===== src/rtl/rxmf_pkg.sv =====
package rxmf_pkg;
  localparam int MF_W   = 7;
  localparam int FRM_W  = 4;
  localparam int TS_W   = 5;
  localparam int BUF_AW = MF_W + FRM_W + TS_W;
  localparam int REG_W  = 16;

  // descriptor bit positions
  localparam int D_VALID = 15;
  localparam int D_CRC_B = 14;
  localparam int D_CRC_A = 13;

  // control bit positions
  localparam int C_EN    = 0;
  localparam int C_MODE  = 1;
  localparam int C_CLR   = 12;

  // status bit positions
  localparam int S_EN     = 0;
  localparam int S_ALIGN  = 1;
  localparam int S_IEMPTY = 8;
  localparam int S_IFULL  = 9;
  localparam int S_OEMPTY = 10;
  localparam int S_OFULL  = 11;
  localparam int S_OVF    = 12;

  typedef enum logic [1:0] {
    MODE_RAW   = 2'd0,
    MODE_OCTET = 2'd1,
    MODE_FRAME = 2'd2,
    MODE_MULTI = 2'd3
  } rx_mode_e;
endpackage


===== src/rtl/rxmf_desc_fifo.sv =====
module rxmf_desc_fifo #(
  parameter int W     = 8,
  parameter int DEPTH = 4
) (
  input  logic         clk,
  input  logic         rst,
  input  logic         push,
  input  logic [W-1:0] din,
  input  logic         pop,
  output logic [W-1:0] dout,
  output logic         empty,
  output logic         full
);
  localparam int PW = (DEPTH > 1) ? $clog2(DEPTH) : 1;
  localparam int CW = $clog2(DEPTH + 1);
  localparam logic [PW-1:0] LAST = PW'(DEPTH - 1);
  localparam logic [CW-1:0] FULL_CNT = CW'(DEPTH);

  logic [W-1:0]  mem [DEPTH];
  logic [PW-1:0] wp, rp;
  logic [CW-1:0] cnt;
  logic          push_ok, pop_ok;

  assign empty   = (cnt == '0);
  assign full    = (cnt == FULL_CNT);
  assign push_ok = push && !full;
  assign pop_ok  = pop && !empty;
  assign dout    = mem[rp];

  always_ff @(posedge clk) begin
    if (push_ok) mem[wp] <= din;
  end

  always_ff @(posedge clk) begin
    if (rst) begin
      wp  <= '0;
      rp  <= '0;
      cnt <= '0;
    end else begin
      if (push_ok) wp <= (wp == LAST) ? '0 : wp + 1'b1;
      if (pop_ok)  rp <= (rp == LAST) ? '0 : rp + 1'b1;
      case ({push_ok, pop_ok})
        2'b10:   cnt <= cnt + 1'b1;
        2'b01:   cnt <= cnt - 1'b1;
        default: cnt <= cnt;
      endcase
    end
  end
endmodule


===== src/rtl/rxmf_capture.sv =====
module rxmf_capture
  import rxmf_pkg::*;
(
  input  logic              clk,
  input  logic              rst,
  input  logic              run_mfa,
  input  logic              aligned,
  input  logic              mf_start,
  input  logic              byte_vld,
  input  logic [FRM_W-1:0]  frame,
  input  logic [TS_W-1:0]   ts,
  input  logic [7:0]        byte_in,
  input  logic [1:0]        crc_ok,
  input  logic              in_empty,
  input  logic [MF_W-1:0]   in_head,
  input  logic              out_full,
  output logic              in_pop,
  output logic              out_push,
  output logic [REG_W-1:0]  out_desc,
  output logic              ovf_set,
  output logic              buf_we,
  output logic [BUF_AW-1:0] buf_addr,
  output logic [7:0]        buf_wdata
);
  logic            act_q;
  logic [MF_W-1:0] slot_q;
  logic            start_req, start_ok, cap_now, last_byte;
  logic [MF_W-1:0] slot_now;

  assign start_req = mf_start && aligned && run_mfa;
  assign start_ok  = start_req && !in_empty && !out_full;
  assign ovf_set   = start_req && (in_empty || out_full);
  assign in_pop    = start_ok;
  // a fresh start strobe always ends an unfinished capture
  assign cap_now   = start_ok || (act_q && aligned && run_mfa && !mf_start);
  assign slot_now  = start_ok ? in_head : slot_q;
  assign last_byte = byte_vld && (frame == '1) && (ts == '1);
  assign out_push  = cap_now && last_byte;

  always_comb begin
    out_desc            = '0;
    out_desc[D_VALID]   = 1'b1;
    out_desc[D_CRC_B]   = crc_ok[1];
    out_desc[D_CRC_A]   = crc_ok[0];
    out_desc[MF_W-1:0]  = slot_now;
  end

  always_ff @(posedge clk) begin
    if (rst) begin
      act_q  <= 1'b0;
      slot_q <= '0;
      buf_we <= 1'b0;
    end else begin
      act_q  <= cap_now && !last_byte;
      slot_q <= slot_now;
      buf_we <= cap_now && byte_vld;
    end
  end

  always_ff @(posedge clk) begin
    buf_addr  <= {slot_now, frame, ts};
    buf_wdata <= byte_in;
  end
endmodule


===== src/rtl/rxmf_desc_engine.sv =====
module rxmf_desc_engine
  import rxmf_pkg::*;
#(
  parameter int QDEPTH = 4
) (
  input  logic              clk,
  input  logic              rst,
  input  logic              reg_wr,
  input  logic              reg_rd,
  input  logic              reg_addr,
  input  logic [REG_W-1:0]  reg_wdata,
  output logic [REG_W-1:0]  reg_rdata,
  input  logic              rx_aligned,
  input  logic              rx_mf_start,
  input  logic              rx_byte_vld,
  input  logic [FRM_W-1:0]  rx_frame,
  input  logic [TS_W-1:0]   rx_ts,
  input  logic [7:0]        rx_byte,
  input  logic [1:0]        rx_crc_ok,
  output logic              buf_we,
  output logic [BUF_AW-1:0] buf_addr,
  output logic [7:0]        buf_wdata
);
  logic            en_q, ovfl_q;
  rx_mode_e        mode_q;
  logic            in_push, in_pop, in_empty, in_full;
  logic [MF_W-1:0] in_head;
  logic            out_push, out_pop, out_empty, out_full;
  logic [REG_W-1:0] out_desc, out_head;
  logic            ovf_set, ctl_wr, ovf_clr;
  logic [REG_W-1:0] status;
  logic            unused_bits;

  assign unused_bits = ^{reg_wdata[15:13], reg_wdata[11:7]};

  assign ctl_wr  = reg_wr && !reg_addr;
  assign ovf_clr = ctl_wr && reg_wdata[C_CLR];
  assign in_push = reg_wr && reg_addr;
  assign out_pop = reg_rd && reg_addr && !out_empty;

  always_ff @(posedge clk) begin
    if (rst) begin
      en_q   <= 1'b0;
      mode_q <= MODE_RAW;
      ovfl_q <= 1'b0;
    end else begin
      if (ctl_wr) begin
        en_q   <= reg_wdata[C_EN];
        mode_q <= rx_mode_e'(reg_wdata[C_MODE +: 2]);
      end
      if (ovf_set)      ovfl_q <= 1'b1;
      else if (ovf_clr) ovfl_q <= 1'b0;
    end
  end

  always_comb begin
    status           = '0;
    status[S_EN]     = en_q;
    status[S_ALIGN]  = en_q && rx_aligned;
    status[S_IEMPTY] = in_empty;
    status[S_IFULL]  = in_full;
    status[S_OEMPTY] = out_empty;
    status[S_OFULL]  = out_full;
    status[S_OVF]    = ovfl_q;
  end

  always_ff @(posedge clk) begin
    if (rst) begin
      reg_rdata <= '0;
    end else if (reg_rd) begin
      if (!reg_addr)      reg_rdata <= status;
      else if (out_empty) reg_rdata <= '0;
      else                reg_rdata <= out_head;
    end
  end

  rxmf_desc_fifo #(.W(MF_W), .DEPTH(QDEPTH)) in_q_i (
    .clk(clk), .rst(rst), .push(in_push), .din(reg_wdata[MF_W-1:0]),
    .pop(in_pop), .dout(in_head), .empty(in_empty), .full(in_full)
  );

  rxmf_desc_fifo #(.W(REG_W), .DEPTH(QDEPTH)) out_q_i (
    .clk(clk), .rst(rst), .push(out_push), .din(out_desc),
    .pop(out_pop), .dout(out_head), .empty(out_empty), .full(out_full)
  );

  rxmf_capture cap_i (
    .clk(clk), .rst(rst),
    .run_mfa(en_q && (mode_q == MODE_MULTI)),
    .aligned(rx_aligned), .mf_start(rx_mf_start),
    .byte_vld(rx_byte_vld), .frame(rx_frame), .ts(rx_ts),
    .byte_in(rx_byte), .crc_ok(rx_crc_ok),
    .in_empty(in_empty), .in_head(in_head), .out_full(out_full),
    .in_pop(in_pop), .out_push(out_push), .out_desc(out_desc),
    .ovf_set(ovf_set), .buf_we(buf_we), .buf_addr(buf_addr),
    .buf_wdata(buf_wdata)
  );
endmodule


===== config.mk =====
export PLATFORM = sky130hd
export DESIGN_NAME = rxmf_desc_engine
export DESIGN_NICKNAME = d
export VERILOG_FILES = /design/src/rtl/rxmf_pkg.sv /design/src/rtl/rxmf_desc_fifo.sv /design/src/rtl/rxmf_capture.sv /design/src/rtl/rxmf_desc_engine.sv
export SDC_FILE = /design/constraint.sdc
export NUM_CORES = 1
export LEC_CHECK = 0
export ABC_AREA = 1
export BUFFER_PORTS_ARGS = -buffer_cell sky130_fd_sc_hd__buf_4
export CORE_UTILIZATION = 35
export DETAILED_ROUTE_END_ITERATION = 7
export PLACE_DENSITY_LB_ADDON = 0.3
export SYNTH_ARGS = -nofsm -noshare
export SYNTH_HDL_FRONTEND = slang
export SYNTH_SLANG_ARGS = --single-unit

===== constraint.sdc =====
create_clock -name clk -period 5.36 [get_ports clk]
set_input_delay 0.536 -clock clk [delete_from_list [all_inputs] [get_ports clk]]
set_output_delay 0.536 -clock clk [all_outputs]
set_load 0.01 [all_outputs]

Yosys cells after proc, flatten, opt, wreduce, memory -nomap -nowiden

Memory sizes are Yosys's and may differ from the RTL's. A register that Yosys moved wholly into a read port is not among the register bits.
Index checks and enable logic that the tools add are counted.

Word-level logic and storage cells: 95
Memories kept: 2
Input port bits: 43
Bits in writable memories: 64
Output and inout port bits: 41
Register bits: 67

Memories:

| name        | words | width | rd ports | clocked after Yosys merged registers in | write ports | RTL line             | RTL |
|---|---|---|---|---|---|---|---|
| out_q_i.mem | 4     | 9     | 1        | 1                                       | 1           | rxmf_desc_fifo.sv:19 | `logic [W-1:0] mem [DEPTH];` |
| in_q_i.mem  | 4     | 7     | 1        | 1                                       | 1           | rxmf_desc_fifo.sv:19 |  |

Equality and inequality tests: 13
Mux-type cells: 19
Add/sub/neg operators: 8
Reduce and logical (&&, ||, !) cells: 38

Operators by type and width:

| cell                                                 | number |
|---|---|
| two-way mux 16 bit                                   | 2 |
| logical AND 1 bit                                    | 24 |
| two-way mux 2 bit                                    | 8 |
| equality test 2 bit (second input constant)          | 7 |
| case mux 3 bit (2 select lines)                      | 2 |
| adder 2 x 1 -> 2 bit (second input constant)         | 4 |
| logical NOT 1 bit                                    | 7 |
| two-way mux 7 bit                                    | 1 |
| adder 3 x 1 -> 3 bit (second input constant)         | 2 |
| equality test 3 bit (second input constant)          | 2 |
| logical NOT 3 bit                                    | 2 |
| two-way mux 1 bit                                    | 6 |
| nonzero test 2 bit                                   | 3 |
| subtractor 3 x 1 -> 3 bit (second input constant)    | 2 |
| equality test 5 bit (second input constant)          | 1 |
| equality test 2 x 1 -> 1 bit (second input constant) | 2 |
| equality test 4 bit (second input constant)          | 1 |
| logical OR 1 bit                                     | 2 |

Logic depth before layout (Yosys ltp)

Depth after elaboration: 10
Mapped depth: 12
Gate-level depth less buffers: 12

Modules after synthesis

Synthesis repeated with hierarchy kept, for this count alone.

Cells, all modules: 604
Area, all modules: 6369.9 um2

By module, submodules not included:

| module                   | times used | sequential area each (um2) | area an instance (um2) | cells an instance |
|---|---|---|---|---|
| rxmf_desc_fifo (out_q_i) | 1          | 2102.0                     | 2861.5                 | 226 |
| rxmf_desc_fifo (in_q_i)  | 1          | 1021.0                     | 1559.0                 | 139 |
| rxmf_capture             | 1          | 660.6                      | 1069.8                 | 127 |
| rxmf_desc_engine         | 1          | 400.4                      | 879.6                  | 112 |

Worst setup path before layout

No wires, ideal clock.

Kind: input -> register
Start: input port rx_mf_start
End: register in_q_i.cnt[2]
Setup slack: 3.261 ns
Required time: 5.238 ns
Library setup time: 0.122 ns
Stages on the path: 12
Buffers on the path: 1
Arrival: 1.977 ns
Cell sequence: nand2_1 -> nor2_2 -> nand3_2 -> buf_6 -> clkinv_8 -> ha_1 -> inv_1 -> fa_1 -> a21oi_1 -> o21ai_0 -> o21ai_0 -> a21oi_1

Longest elaborated chain between the ends: 7
Elaborated cells between the ends (all ways): 9
Those cells by class: eq/ne: 2; mux: 1; reduce/logical: 6

Ends and longest elaborated chain:

| item                                                                  | RTL line               | RTL |
|---|---|---|
| from (decl)                                                           | rxmf_desc_engine.sv:14 | `input logic rx_mf_start,` |
| logical AND 1 bit (*) (2 in a row)                                    | rxmf_capture.sv:30     | `assign start_req = mf_start && aligned && run_mfa;` |
| logical AND 1 bit (*) (2 in a row)                                    | rxmf_capture.sv:31     | `assign start_ok = start_req && !in_empty && !out_full;` |
| logical AND 1 bit (*)                                                 | rxmf_desc_fifo.sv:27   | `assign pop_ok = pop && !empty;` |
| named net in_q_i.pop_ok                                               | rxmf_desc_fifo.sv:22   | `logic push_ok, pop_ok;` |
| equality test 2 x 1 -> 1 bit or equality test 2 bit (tied branches)   | rxmf_desc_fifo.sv:42   | `case ({push_ok, pop_ok})` |
| case mux 3 bit (2 select lines) or nonzero test 2 bit (tied branches) | -                      |  |
| to (signal assigned)                                                  | rxmf_desc_fifo.sv:43   | `2'b10: cnt <= cnt + 1'b1;` |
| to (signal assigned)                                                  | rxmf_desc_fifo.sv:44   | `2'b01: cnt <= cnt - 1'b1;` |
| to (signal assigned)                                                  | rxmf_desc_fifo.sv:45   | `default: cnt <= cnt;` |
| to (decl)                                                             | rxmf_desc_fifo.sv:21   | `logic [CW-1:0] cnt;` |

Mark *: on every way through the listed nets, which the timed path passes. The rest lies on a longest branch.
A chain may end at the register's enable or synchronous reset.

Worst setup path after layout

Start: register out_q_i.cnt[2]
End: register out_q_i.cnt[2]

Longest elaborated chain between the ends: 8
Elaborated cells between the ends (all ways): 16
Those cells by class: add/sub: 2; eq/ne: 3; mux: 1; reduce/logical: 10

Ends and longest elaborated chain:

| item                                                                  | RTL line                                 | RTL |
|---|---|---|
| from (decl)                                                           | rxmf_desc_fifo.sv:21                     |  |
| from (signal assigned)                                                | rxmf_desc_fifo.sv:43                     |  |
| from (signal assigned)                                                | rxmf_desc_fifo.sv:44                     |  |
| from (signal assigned)                                                | rxmf_desc_fifo.sv:45                     |  |
| equality test 3 bit                                                   | rxmf_desc_fifo.sv:25                     | `assign full = (cnt == FULL_CNT);` |
| logical NOT 1 bit                                                     | rxmf_desc_fifo.sv:26, rxmf_capture.sv:31 |  |
| logical AND 1 bit                                                     | rxmf_capture.sv:31                       |  |
| logical OR 1 bit                                                      | rxmf_capture.sv:35                       | `assign cap_now = start_ok \|\| (act_q && aligned && run_mfa && !mf_start);` |
| logical AND 1 bit                                                     | rxmf_capture.sv:38                       | `assign out_push = cap_now && last_byte;` |
| logical AND 1 bit                                                     | rxmf_desc_fifo.sv:26                     | `assign push_ok = push && !full;` |
| equality test 2 x 1 -> 1 bit or equality test 2 bit (tied branches)   | rxmf_desc_fifo.sv:42                     |  |
| case mux 3 bit (2 select lines) or nonzero test 2 bit (tied branches) | -                                        |  |

Several ways; a longest one is shown, not always the timed one.

==> reports/qor.txt <==
Clk pin slew, worst setup/hold paths: 0.06 ns
RSZ-0062 raised after global routing: false
fmax: 395 MHz
Place WS: 2.55 ns
layout cells sized above 1: 0.233
met1 usage: 0.181
post-DR vias/cell: 4.63
Initial DRT Pass Iterations: 4
number of synthesized register bits: 134
Hold-fix buffers, CTS: 0
first-pass GRT wire length: 15900 µm
P per Cell Area: 380 nW/µm²
Async S/R FF share, synth: 0
Die Height: 121 µm
CTS Root Cell: clkbuf_16
status: finished, final reports clean
WHS: 0.227 ns
CP delay by family, top: simple AND/OR/NAND/NOR gates
Worst Skew: 0.00748 ns
Core ar.: 13800 µm²
largest net degree at the start of global routing: 28
setup bufs post-CTS: 0
main combinational cell family by area after synthesis: simple AND/OR/NAND/NOR gates
Mapped Cells: 458
Clock Tree Buf Depth: 2
Worst-Margin Slew: 1.02 ns
1st-iter DRT viols: 230
post_cts resized: 0
port bufs: 74
NumNets Final: 593
Final Setup Violations: 0
fin util: 0.454
synth unique cells: 31
busiest grt layer: met2
CTS H-tree lvls: 4
Final Max Tran Viols: 0
Chip Width: 121 µm
leakage power: 2.54 nW
vias in the first global route: 3326
syn nets: 515
final worst-path cycle share: 0.473
maximum VDD drop: 0.000206 V
post-route setup TNS: 0 ns
required time of the critical path: 5.65 ns
Residual DRC: 0
R2R depth: 9
initial antenna violation count: 0
WP depth: 9
GR Util met3: 0.0376
met2 usage: 0.231
Starting Density: 0.358
DIE AREA: 14600 µm²
Worst-Skew Late Latency: 0.41 ns
# fillers: 1280
Worst Setup End Kind: register
xor and xnor area share after synthesis: 0
row cnt: 43
Routed WL per cell: 13.3 µm
Hold Path Class: in2reg
post-synthesis mux area share: 0
Worst path slowest cell: nor2_1
Synth Flop Type: dfxtp_1
non-filler instance count after layout: 729
GRT Total Usage: 0.144
Synth Area in Simple Gates: 0.136
Crit Path Class: reg2reg
Max transition margin: 0.317
Adder-Cell Fraction of Synth Area: 0.0384
worst path cell trace: nor3_1 > nor2_1 > ha_1 > inv_1 > fa_1 > a21oi_1 > o21ai_0 > o21ai_0 > a21oi_1
most frequent cell after synthesis: nor2_1
Synth top area share: 0.388
I/O Pins: 84
dominant cell type by area after synthesis: edfxtp_1
HPWL after DPL: 6580 µm
crit-path max FO: 14
Post-synth top cells: nor2_1, dfxtp_1, edfxtp_1, nand2_1, o21ai_0
Synth area leaders: edfxtp_1, dfxtp_1, nor2_1
Post-Synthesis Cell Area: 4950 µm²
grt total ovfl: 0
CP bufs+invs: 1
clock net sink count: 134
Avg Cell Area, Syn: 10.8 µm²
ANT nets after route: 0
CTS tree: built
Synth Area in Compound Gates: 0.109
Yosys Warn Count: 0
Post-synth EDFFs: 64
GP Congestion: 0.728
WL final: 9670 µm
CTS buffer count: 17
register area share after synthesis: 0.671
CP startpoint kind: register
hold depth: 1
Antenna diodes: 0
Syn-to-layout area delta: 26.7%
vias post-DR: 3372
Placed Cells: 697
Arr. time, crit path: 2.83 ns
final hold viol count: 0
CP peak stage delay: 0.77 ns
setup ws final: 2.83 ns
crit path time final: 2.53 ns
Max Cap Viol: 0
[placed cells by master (no fill, tap or decap), types with 4 or more instances in the layout]
cell type and instances:
clkinv_2 4, bufinv_16 4, edfxtp_1 64, nor2_1 81, dfxtp_1 70, inv_1 27
ha_1 12, o21ai_0 42, inv_2 5, buf_4 74, nand2_2 8, nand3_1 6
clkbuf_16 17, o21ai_1 13, a21oi_2 7, nand2_1 57, o22ai_1 7, a21oi_1 27
[metrics by stage]
step	area [µm²]	power, mW
4_1_cts	6270	2.41
2_1_floorplan	4950	1.14
5_1_grt	6270	2.46
3_5_place_dp	5650	1.19
6_report	6270	2.38
3_3_place_gp	5650	1.19
[routing by layer]
metal | vias up | share of wire
li1 | 1704 | -
met1 | 1570 | 0.46
met3 | 15 | 0.048
met2 | 83 | 0.48
met4 | 0 | 0.018
met5 | - | 0
[worst reg2reg max path: cells and delay by family, from the launching register on]
family                   cells  cell delay (ns)
AND/OR/NAND/NOR              2             0.86
adder cells (fa/ha/maj)      2             0.65
AO/OA/AOI/OAI                4             0.47
flip-flops                   1             0.37
buffers and inverters        1             0.07
[registers in the layout (all words and copies together), names as in the netlist, named ones only]
signal           cells
cap_i.buf_addr      16
en_q                 1
cap_i.buf_we         1
cap_i.slot_q         7
in_q_i.cnt           3
in_q_i.rp            2
out_q_i.mem         36
out_q_i.cnt          3
cap_i.act_q          1
ovfl_q               1
out_q_i.wp           2
reg_rdata           15
in_q_i.wp            2
cap_i.buf_wdata      8
mode_q               2
in_q_i.mem          28
out_q_i.rp           2
[path summary, 6_finish.rpt]
| kind | endpoint | startpoint | slack [ns] |
|---|---|---|---|
| setup / recovery | out_q_i.cnt[2]$_SDFFE_PP0P_ | out_q_i.cnt[2]$_SDFFE_PP0P_ | 2.83 |
| hold / removal | cap_i.buf_wdata[6]$_DFF_P_ | rx_byte[6] | 0.23 |
| setup reg to reg | out_q_i.cnt[2]$_SDFFE_PP0P_ | out_q_i.cnt[2]$_SDFFE_PP0P_ | 2.83 |
| hold reg to reg | reg_rdata[9]$_SDFFE_PP0P_ | reg_rdata[9]$_SDFFE_PP0P_ | 0.46 |
[logic make-up after synthesis]
| kind of cell | Yosys count |
|---|---|
| buffers and inverters | 48 |
| other | 1 |
| DFF | 134 |
| and+or+nand+nor | 162 |
| adders and majority gates | 14 |
| AOI/OAI and AO/OA | 99 |
[cell type report]
cell class | count | area [µm²] | share of cell area
tap | 180 | 225 | 0.0359
inverter | 33 | 136 | 0.0217
clock inverter | 9 | 148 | 0.0235
sequential | 134 | 3320 | 0.530
clock buffer | 23 | 478 | 0.0762
multi-input combinational | 276 | 1410 | 0.224
timing repair buffer | 74 | 556 | 0.0886
[report_power, final]
group / internal [mW] / switching, mW
clock: 0.812 / 0.405
combinational: 0.0341 / 0.0415
sequential: 1.09 / 0.00584
Note: power is estimated with default switching activity, not from simulation.
